**src/rtl/uart_irq_pkg.sv**
```systemverilog
package uart_irq_pkg;

    localparam int NUM_SRC = 4;

    // Enable register bit positions
    localparam int EN_RXD = 0;
    localparam int EN_THR = 1;
    localparam int EN_LSR = 2;
    localparam int EN_MSR = 3;
    localparam int IER_W  = 4;

    // Register addresses
    localparam int REG_A0 = 0;
    localparam int REG_A1 = 1;
    localparam int REG_A2 = 2;

    // Source rank: lower value wins
    typedef enum logic [2:0] {
        SRC_LSR  = 3'd0,
        SRC_RXD  = 3'd1,
        SRC_THR  = 3'd2,
        SRC_MSR  = 3'd3,
        SRC_NONE = 3'd4
    } src_e;

    typedef enum logic {
        THRE_IDLE  = 1'b0,
        THRE_ARMED = 1'b1
    } thre_state_e;

    function automatic logic [1:0] enable_bit(input int unsigned rank);
        case (rank)
            0:       return 2'(EN_LSR);
            1:       return 2'(EN_RXD);
            2:       return 2'(EN_THR);
            default: return 2'(EN_MSR);
        endcase
    endfunction

    function automatic logic [2:0] src_code(input src_e s);
        case (s)
            SRC_LSR: return 3'b011;
            SRC_RXD: return 3'b010;
            SRC_THR: return 3'b001;
            default: return 3'b000;
        endcase
    endfunction

    function automatic logic [7:0] iir_byte(input src_e s, input logic fifo_on);
        logic [7:0] b;
        b = 8'h00;
        if (s == SRC_NONE) b[0] = 1'b1;
        else               b[3:1] = src_code(s);
        b[7:6] = {2{fifo_on}};
        return b;
    endfunction

endpackage

```
**src/rtl/uart_irq_prio.sv**
```systemverilog
module uart_irq_prio
    import uart_irq_pkg::*;
(
    input  logic [IER_W-1:0]   ier,
    input  logic [NUM_SRC-1:0] cond,
    output src_e               src
);

    // Scan from the lowest rank upward so the highest qualifying rank is left
    always_comb begin
        src = SRC_NONE;
        for (int r = NUM_SRC - 1; r >= 0; r--) begin
            if (ier[enable_bit(r)] && cond[r]) src = src_e'(3'(r));
        end
    end

endmodule

```
**src/rtl/uart_thre_fsm.sv**
```systemverilog
module uart_thre_fsm
    import uart_irq_pkg::*;
(
    input  logic clk,
    input  logic rst_n,
    input  logic clear_req,
    input  logic rearm_req,
    output logic pending_q,
    output logic pending_next
);

    thre_state_e state, state_next;

    always_ff @(posedge clk or negedge rst_n) begin
        if (!rst_n) state <= THRE_ARMED;
        else        state <= state_next;
    end

    always_comb begin
        state_next = state;
        unique case (state)
            THRE_ARMED: if (clear_req) state_next = THRE_IDLE;
            THRE_IDLE:  if (rearm_req) state_next = THRE_ARMED;
        endcase
    end

    always_comb begin
        pending_q    = (state == THRE_ARMED);
        pending_next = (state_next == THRE_ARMED);
    end

endmodule

```
**src/rtl/uart_irq_regs.sv**
```systemverilog
module uart_irq_regs
    import uart_irq_pkg::*;
#(
    parameter int               DATA_W    = 8,
    parameter logic [2*DATA_W-1:0] DIV_RESET = 16'h000C
) (
    input  logic              clk,
    input  logic              rst_n,
    input  logic              wr_ier,
    input  logic              wr_dll,
    input  logic              wr_dlm,
    input  logic [DATA_W-1:0] wdata,
    output logic [IER_W-1:0]  ier_q,
    output logic [IER_W-1:0]  ier_next,
    output logic [DATA_W-1:0] dll_q,
    output logic [DATA_W-1:0] dlm_q
);

    always_comb ier_next = wr_ier ? wdata[IER_W-1:0] : ier_q;

    always_ff @(posedge clk or negedge rst_n) begin
        if (!rst_n) begin
            ier_q <= '0;
            dll_q <= DIV_RESET[DATA_W-1:0];
            dlm_q <= DIV_RESET[2*DATA_W-1:DATA_W];
        end else begin
            ier_q <= ier_next;
            if (wr_dll) dll_q <= wdata;
            if (wr_dlm) dlm_q <= wdata;
        end
    end

endmodule

```
**src/rtl/uart_irq_ident.sv**
```systemverilog
module uart_irq_ident
    import uart_irq_pkg::*;
#(
    parameter int                  ADDR_W    = 3,
    parameter int                  DATA_W    = 8,
    parameter logic [2*DATA_W-1:0] DIV_RESET = 16'h000C
) (
    input  logic              clk,
    input  logic              rst_n,
    input  logic              acc_valid,
    input  logic              acc_write,
    input  logic [ADDR_W-1:0] acc_addr,
    input  logic [DATA_W-1:0] acc_wdata,
    output logic [DATA_W-1:0] acc_rdata,
    input  logic              dlab,
    input  logic              fifo_en,
    input  logic              lsr_err,
    input  logic              rx_avail,
    input  logic              msr_chg,
    output logic              irq
);

    localparam logic [ADDR_W-1:0] A0 = ADDR_W'(REG_A0);
    localparam logic [ADDR_W-1:0] A1 = ADDR_W'(REG_A1);
    localparam logic [ADDR_W-1:0] A2 = ADDR_W'(REG_A2);

    logic              is_rd, is_wr;
    logic              wr_ier, wr_dll, wr_dlm, rd_iir;
    logic [IER_W-1:0]  ier_q, ier_next;
    logic [DATA_W-1:0] dll_q, dlm_q;
    logic              thre_pend, thre_pend_next;
    logic              clear_req, rearm_req;
    src_e              src_now, src_after;
    logic [7:0]        iir_now;
    logic              irq_q;

    always_comb begin
        is_rd  = acc_valid && !acc_write;
        is_wr  = acc_valid &&  acc_write;
        wr_ier = is_wr && !dlab && (acc_addr == A1);
        wr_dll = is_wr &&  dlab && (acc_addr == A0);
        wr_dlm = is_wr &&  dlab && (acc_addr == A1);
        rd_iir = is_rd && (acc_addr == A2);
    end

    uart_irq_regs #(.DATA_W(DATA_W), .DIV_RESET(DIV_RESET)) u_regs (
        .clk      (clk),
        .rst_n    (rst_n),
        .wr_ier   (wr_ier),
        .wr_dll   (wr_dll),
        .wr_dlm   (wr_dlm),
        .wdata    (acc_wdata),
        .ier_q    (ier_q),
        .ier_next (ier_next),
        .dll_q    (dll_q),
        .dlm_q    (dlm_q)
    );

    // Identity as seen by the current access
    uart_irq_prio u_prio_now (
        .ier  (ier_q),
        .cond ({msr_chg, thre_pend, rx_avail, lsr_err}),
        .src  (src_now)
    );

    always_comb begin
        iir_now   = iir_byte(src_now, fifo_en);
        clear_req = rd_iir && (src_now == SRC_THR);
        rearm_req = wr_ier && acc_wdata[EN_THR] && ier_q[EN_THR];
    end

    uart_thre_fsm u_thre (
        .clk          (clk),
        .rst_n        (rst_n),
        .clear_req    (clear_req),
        .rearm_req    (rearm_req),
        .pending_q    (thre_pend),
        .pending_next (thre_pend_next)
    );

    // Identity once the current access has taken effect
    uart_irq_prio u_prio_after (
        .ier  (ier_next),
        .cond ({msr_chg, thre_pend_next, rx_avail, lsr_err}),
        .src  (src_after)
    );

    always_comb begin
        acc_rdata = '0;
        if (is_rd) begin
            case (acc_addr)
                A0: if (dlab) acc_rdata = dll_q;
                A1: acc_rdata = dlab ? dlm_q : DATA_W'(ier_q);
                A2: acc_rdata = DATA_W'(iir_now);
                default: acc_rdata = '0;
            endcase
        end
    end

    always_ff @(posedge clk or negedge rst_n) begin
        if (!rst_n)         irq_q <= 1'b0;
        else if (acc_valid) irq_q <= (src_after != SRC_NONE);
    end

    assign irq = irq_q;

endmodule

```
**config.mk**
```make
export PLATFORM = sky130hd
export DESIGN_NAME = uart_irq_ident
export DESIGN_NICKNAME = d
export VERILOG_FILES = /design/src/rtl/uart_irq_pkg.sv /design/src/rtl/uart_irq_prio.sv /design/src/rtl/uart_thre_fsm.sv /design/src/rtl/uart_irq_regs.sv /design/src/rtl/uart_irq_ident.sv
export SDC_FILE = /design/constraint.sdc
export NUM_CORES = 1
export LEC_CHECK = 0
export BUFFER_PORTS_ARGS = -buffer_cell sky130_fd_sc_hd__buf_2
export CAP_MARGIN = 20
export CORE_MARGIN = 10
export CORE_UTILIZATION = 48
export CTS_CLUSTER_DIAMETER = 120
export CTS_CLUSTER_SIZE = 40
export DETAILED_ROUTE_END_ITERATION = 10
export GPL_ROUTABILITY_DRIVEN = 0
export HOLD_SLACK_MARGIN = 0.05
export PLACE_DENSITY = 0.75
export RECOVER_POWER = 50
export SETUP_SLACK_MARGIN = 0.1
export SLEW_MARGIN = 20
export SYNTH_ARGS = -nofsm -noshare
export SYNTH_HDL_FRONTEND = slang
export SYNTH_HIERARCHICAL = 1
export SYNTH_SLANG_ARGS = --single-unit
```
**constraint.sdc**
```tcl
create_clock -name clk -period 1.9 [get_ports clk]
set_input_delay 0.38 -clock clk [delete_from_list [all_inputs] [get_ports clk]]
set_output_delay 0.38 -clock clk [all_outputs]
set_load 0.02 [all_outputs]
```
# [After elaboration in Yosys (flattened, before gate mapping)]
# Index checks and enable logic that the tools add are counted.
[word_totals] register_bits=22 wordCells=54
[op_classes] n_eq_ne=6 muxes=19 n_bitwise=1 n_reduce_logical=23
[ops] cell="2-to-1 mux 3 bit" count=8
[ops] cell="2-to-1 mux 8 bit" count=3
[ops] cell="one-hot mux 8 bit (3 select lines)" count=1
[ops] cell="logical AND 1 bit" count=19
[ops] cell="== test 3 x 1 -> 1 bit, second input constant" count=2
[ops] cell="== test 3 x 2 -> 1 bit, second input constant" count=2
[ops] cell="logical NOT 3 bit" count=2
[ops] cell="one-hot mux 2 bit (3 select lines)" count=1
[ops] cell="2-to-1 mux 4 bit" count=1
[ops] cell="== test 3 bit, second input constant" count=1
[ops] cell="2-to-1 mux 1 bit" count=3
[ops] cell="inequality test 3 bit, second input constant" count=1
[ops] cell="logical NOT 1 bit" count=2
[ops] cell="2-to-1 mux 2 bit" count=1
[ops] cell="one-hot mux 1 bit (2 select lines)" count=1
[ops] cell="NOT 1 bit" count=1

# [Longest topological paths before layout]
[logic_depth] word_depth=14 mapped_depth=11

# [By module]
# The synthesis kept the hierarchy.
[by_module_without_submodules] module="uart_irq_regs" n_inst=1 cells_each=42 area_each_um2=810.8
[by_module_without_submodules] module="uart_irq_ident" n_inst=1 cells_each=46 area_each_um2=354.1
[by_module_without_submodules] module="uart_irq_prio" n_inst=2 cells_each=7 area_each_um2=43.8
[by_module_without_submodules] module="uart_thre_fsm" n_inst=1 cells_each=3 area_each_um2=40.0

# [Worst setup path after synthesis]
# Ideal clock, no wire load.
[synth_path] path_type="input -> output" startpoint="input dlab" endpoint="output acc_rdata[3]" arrival_ns=1.865 required_time_ns=1.520 setup_slack_ns=-0.345 path_stages=4 path_cell_list="buf_2 > mux2_1 > nand2_1 > a2111oi_0"
[synth_via] elab_chain_cells=3 word_cells_on_any_way=4 classes_between="mux (4)"
[synth_lines] element="from (decl)" line="uart_irq_ident.sv:15" rtl="input logic dlab,"
[synth_lines] element="2-to-1 mux 8 bit (on tied branches)" line="uart_irq_ident.sv:93, uart_irq_ident.sv:92"
[synth_lines] element="one-hot mux 8 bit (3 select lines) *" line="uart_irq_ident.sv:91" rtl="case (acc_addr)"
[synth_lines] element="2-to-1 mux 8 bit *" line="uart_irq_ident.sv:90" rtl="if (is_rd) begin"
[synth_lines] element="to (decl)" line="uart_irq_ident.sv:14" rtl="output logic [DATA_W-1:0] acc_rdata,"
# Every way passes the cells marked *; elsewhere a longest branch is shown, timed or not.

# [Worst setup path in the final report]
[layout_path] startpoint="register u_thre.state, in the netlist u_thre/pending_q" endpoint="register irq_q, in the netlist irq"
[layout_via] elab_chain_cells=13 word_cells_on_any_way=14 classes_between="eq/ne (2); mux (8); bitwise (1); reduce/logical (3)"
[layout_lines] element="from (decl)" line="uart_thre_fsm.sv:12" rtl="thre_state_e state, state_next;"
[layout_lines] element="from (signal assigned)" line="uart_thre_fsm.sv:16" rtl="else state <= state_next;"
[layout_lines] element="logical AND 1 bit" line="uart_irq_prio.sv:13" rtl="if (ier[enable_bit(r)] && cond[r]) src = src_e'(3'(r));"
[layout_lines] element="2-to-1 mux 3 bit (3 in series)" line="uart_irq_prio.sv:13"
[layout_lines] element="named net src_now[0]" line="uart_irq_ident.sv:33" rtl="src_e src_now, src_after;"
[layout_lines] element="== test 3 x 2 -> 1 bit" line="uart_irq_ident.sv:68" rtl="clear_req = rd_iir && (src_now == SRC_THR);"
[layout_lines] element="logical AND 1 bit" line="uart_irq_ident.sv:68"
[layout_lines] element="named net clear_req" line="uart_irq_ident.sv:32" rtl="logic clear_req, rearm_req;"
[layout_lines] element="2-to-1 mux 1 bit" line="uart_thre_fsm.sv:22" rtl="THRE_ARMED: if (clear_req) state_next = THRE_IDLE;"
[layout_lines] element="one-hot mux 1 bit (2 select lines)" line="uart_thre_fsm.sv:21" rtl="unique case (state)"
[layout_lines] element="named net thre_pend_next" line="uart_irq_ident.sv:31" rtl="logic thre_pend, thre_pend_next;"
[layout_lines] element="logical AND 1 bit" line="uart_irq_prio.sv:13"
[layout_lines] element="2-to-1 mux 3 bit (3 in series)" line="uart_irq_prio.sv:13"
[layout_lines] element="named net src_after[0]" line="uart_irq_ident.sv:33"
[layout_lines] element="inequality test 3 bit" line="uart_irq_ident.sv:102" rtl="else if (acc_valid) irq_q <= (src_after != SRC_NONE);"
[layout_lines] element="to (signal assigned)" line="uart_irq_ident.sv:102"
[layout_lines] element="to (decl)" line="uart_irq_ident.sv:35" rtl="logic irq_q;"
# The timed path passes the listed nets, and every way through them passes these cells.
# A chain may end at the register's enable or synchronous reset.

==> impl_results.md <==
* WL met1 at roughly 1.6 mm
* Syn avg cell area at roughly 12 um^2
* Initial DRC count at between 100 and 150
* CP Class: reg -> reg
* Post-synth top area share at 36.79%
* PwrDens at around 720 nW/um^2
* Worst hold margin at between 0.2 and 0.3 ns
* Ant. Diodes at 0
* Cts bufs inserted at 3
* Final setup viols at 5
* Pwr Total at roughly 1.4 mW
* Fin. Hold Viols at 0
* Ys Warns at 6
* Layout area overhead at 52.18%
* Violated checks: setup timing
* WHS Endpoint: u_regs/dlm_q[4]$_DFFE_PN0P_
* Initial antenna violation count at 0
* Area of the die at 5168 um^2
* Met3 WL at ~140 um
* Maxcap violations at 0
* Largest net degree at the start of global routing at 23
* Row count at 18
* Max Root-Sink Buffers at 2
* WP buf/inv at 1
* Synth Cell Area at about 1300 um^2
* Yosys cell types at 32
* Slew Limit Fails at 0
* Top_reg_cell synth: dfrtp_1
* Highest routed metal layer: met4
* Die W at around 72 um
* Post-synth EDFFs at 0
* Fmax at 427.9 MHz
* Worst skew pair latency at approximately 0.32 ns
* First-pass GRT wire length at between 6 and 7 mm
* Final Critical Period at 2.337 ns
* Max H-tree Level at 1
* Seq cells post-synth at 22
* Worst-Margin Slew at about 1.2 ns
* Worst relative slew slack at between 20% and 30%
* Hold Path Class: in -> reg
* IO buf count at 28
* DR vias at between 1000 and 1500
* Worst Hold Depth at 2
* Skew final at between 0.0004 and 0.0005 ns
* Hold path start: acc_wdata[4]
* ANT nets after route at 0
* Worst-path fanout max at 3
* CTS tree: built
* DRC Markers at 0
* Tot GR Track Use at 14.53%
* Die Height at just over 70 um
* Fin crit share at 123.0%
* Cell taking the most area after synthesis: dfrtp_1
* Critical path capture point type: flop
* Post-DR wirelength/cell at around 20 um
* CP cell instances: nand2_4 > a32oi_2 > a21oi_2 > or3b_4 > buf_6 > nor2_4 > mux2i_2 > nand2_1 > a32oi_1 > a21oi_1 > nor3b_2 > a21oi_1
* Worst setup margin at -0.4369 ns
* Max VDD drop at roughly 0.00074 V
* Vias in the first global route at around 1200
* FILL cells at 143
* Main area contributors after synthesis: dfrtp_1 (37%), mux2_4 (19%), dfstp_2 (6.1%)
* Core Area at 2522 um^2
* Nets at 189
* Fraction of registers with async set/reset at 100.0%
* Drt pass-1 iters at 4
* Lkg Pwr at ~0.92 nW
* Clk pin slew, worst setup/hold paths at ~0.12 ns
* Worst R2R End: irq$_DFFE_PN0P_
* Worst path max stage delay at 0.57 ns
* Post-DR vias/cell at 5.737
* Clk root buf: clkbuf_4
* DPL Wire Length at ~2.7 mm
* R2R Path Start: u_thre/pending_q$_DFF_PN1_
* Total gr overflow at 0
* Worst EP required at between 2 and 2.5 ns
* Post-Syn Instances at between 100 and 150
* R2r worst-path depth at 12
* Status: complete, but fails checks
* Slowest cell on the critical path: dfstp_2
* DR WL met2 at 2.113 mm
* Critical Path Source Type: flop
* Layout cells sized above 1 at 69.05%
* Mapped Nets at approximately 130
* Most frequent CP cell: a21oi_1
* Sequential area share after synthesis at 42.88%
* Critical path's top delay family: simple AND/OR/NAND/NOR gates
* IO Pins at 29
* RSZ-0062 raised after global routing: yes
* Crit path DAT at about 2.6 ns
* R2r setup slk at -0.44 ns
* Starting Density at between 50% and 60%
* # clock sinks at 22
* Routed WL at 3.984 mm
-- registers in the layout, summed over array words and instances, names as in the netlist --
register          flops
u_regs/dlm_q          8
u_thre/pending_q      1
u_regs/dll_q          8
u_regs/ier_q          4
irq                   1
-- stage by stage --
step / TNS (ns) / utilization [%] / setup slack, ns / cells / area [um^2]
2_1_floorplan: -0.2346 / - / -0.1519 / 105 / 1340
3_3_place_gp: -0.7634 / 66.62 / -0.1935 / 187 / 1680
3_5_place_dp: -0.9228 / 66.62 / -0.3206 / 187 / 1680
4_1_cts: -1.300 / 73.31 / -0.3857 / 196 / 1849
5_1_grt: -2.054 / 77.98 / -0.5703 / 198 / 1967
6_report: -1.646 / 77.98 / -0.4369 / 198 / 1967
-- layout by cell type, fill, tap and decap left out, drive strengths merged, types with 2 or more instances in the layout --
cell type,Yosys,routed
a21oi,8,8
a22o,2,2
a22oi,3,3
a32oi,2,2
and3,2,2
and3b,2,2
buf,4,61
clkbuf,0,5
dfrtp,19,19
dfstp,3,3
mux2,24,24
mux2i,5,5
nand2,7,7
nand3,2,2
nor2,6,6
nor3b,3,3
o21ai,2,2
-- how the worst max path moves through the flow --
| stage | startpoint | endpoint | cells after the start |
|---|---|---|---|
| floorplan | acc_addr[0] | irq$_DFFE_PN0P_ | 8 |
| global placement | acc_addr[2] | irq$_DFFE_PN0P_ | 11 |
| detailed placement | acc_addr[0] | irq$_DFFE_PN0P_ | 8 |
| CTS | u_thre/pending_q$_DFF_PN1_ | acc_rdata[1] | 6 |
| global route | u_thre/pending_q$_DFF_PN1_ | irq$_DFFE_PN0P_ | 12 |
| finish | u_thre/pending_q$_DFF_PN1_ | irq$_DFFE_PN0P_ | 12 |
-- final cells by class --
| cell class | instances | area (um^2) | area share [%] |
|---|---|---|---|
| Sequential cell | 22 | 554.3 | 28.18 |
| Inverter | 1 | 3.754 | 0.1908 |
| Tap cell | 30 | 37.54 | 1.908 |
| Clock buffer | 4 | 36.28 | 1.845 |
| Multi-Input combinational cell | 78 | 854.6 | 43.45 |
| Timing Repair Buffer | 63 | 480.5 | 24.43 |
-- what timing repair did --
action	CTS	global route
setup buffers	4	4
setup endpoints to repair	9	10
pin swaps	12	12
hold buffers	1	0
endpoints found under the hold margin	19	0
gates resized for setup	27	25
-- cell families after synthesis --
| group | Yosys count | synth area share, % |
|---|---|---|
| buffers and inverters | 5 | 3.000 |
| and+or+nand+nor | 30 | 15.01 |
| DFF | 22 | 42.89 |
| AOI/OAI and AO/OA | 19 | 9.681 |
| muxes | 29 | 29.43 |
-- cell usage after synthesis, drive strengths merged, types with 2 or more instances --
master   n
a21oi    8
mux2    24
nand3    2
buf      4
and3     2
dfstp    3
and3b    2
nor3b    3
nand2    7
a22o     2
mux2i    5
a22oi    3
dfrtp   19
o21ai    2
a32oi    2
nor2     6
-- report_power, final --
| part | total (mW) | switching, mW | leakage (nW) | internal, mW |
|---|---|---|---|---|
| sequential | 0.630 | 0.0639 | 0.272 | 0.566 |
| clock | 0.259 | 0.142 | 0.0210 | 0.117 |
| combinational | 0.520 | 0.216 | 0.625 | 0.304 |
-- layer usage --
metal / GRT usage [%] / vias up
met1: 16.93 / 567
met3: 4.082 / 19
met2: 25.10 / 29
met4: 4.516 / 0
li1: - / 521
met5: 0 / -
-- worst reg2reg max path: cells and delay by family (launching register included) --
kind	cells	cell delay, ns
AND/OR/NAND/NOR	5	0.75
multiplexers	1	0.08
AO/OA/AOI/OAI	5	0.74
flip-flops	1	0.57
buffers and inverters	1	0.13
Note: power is estimated with default switching activity, not from simulation.
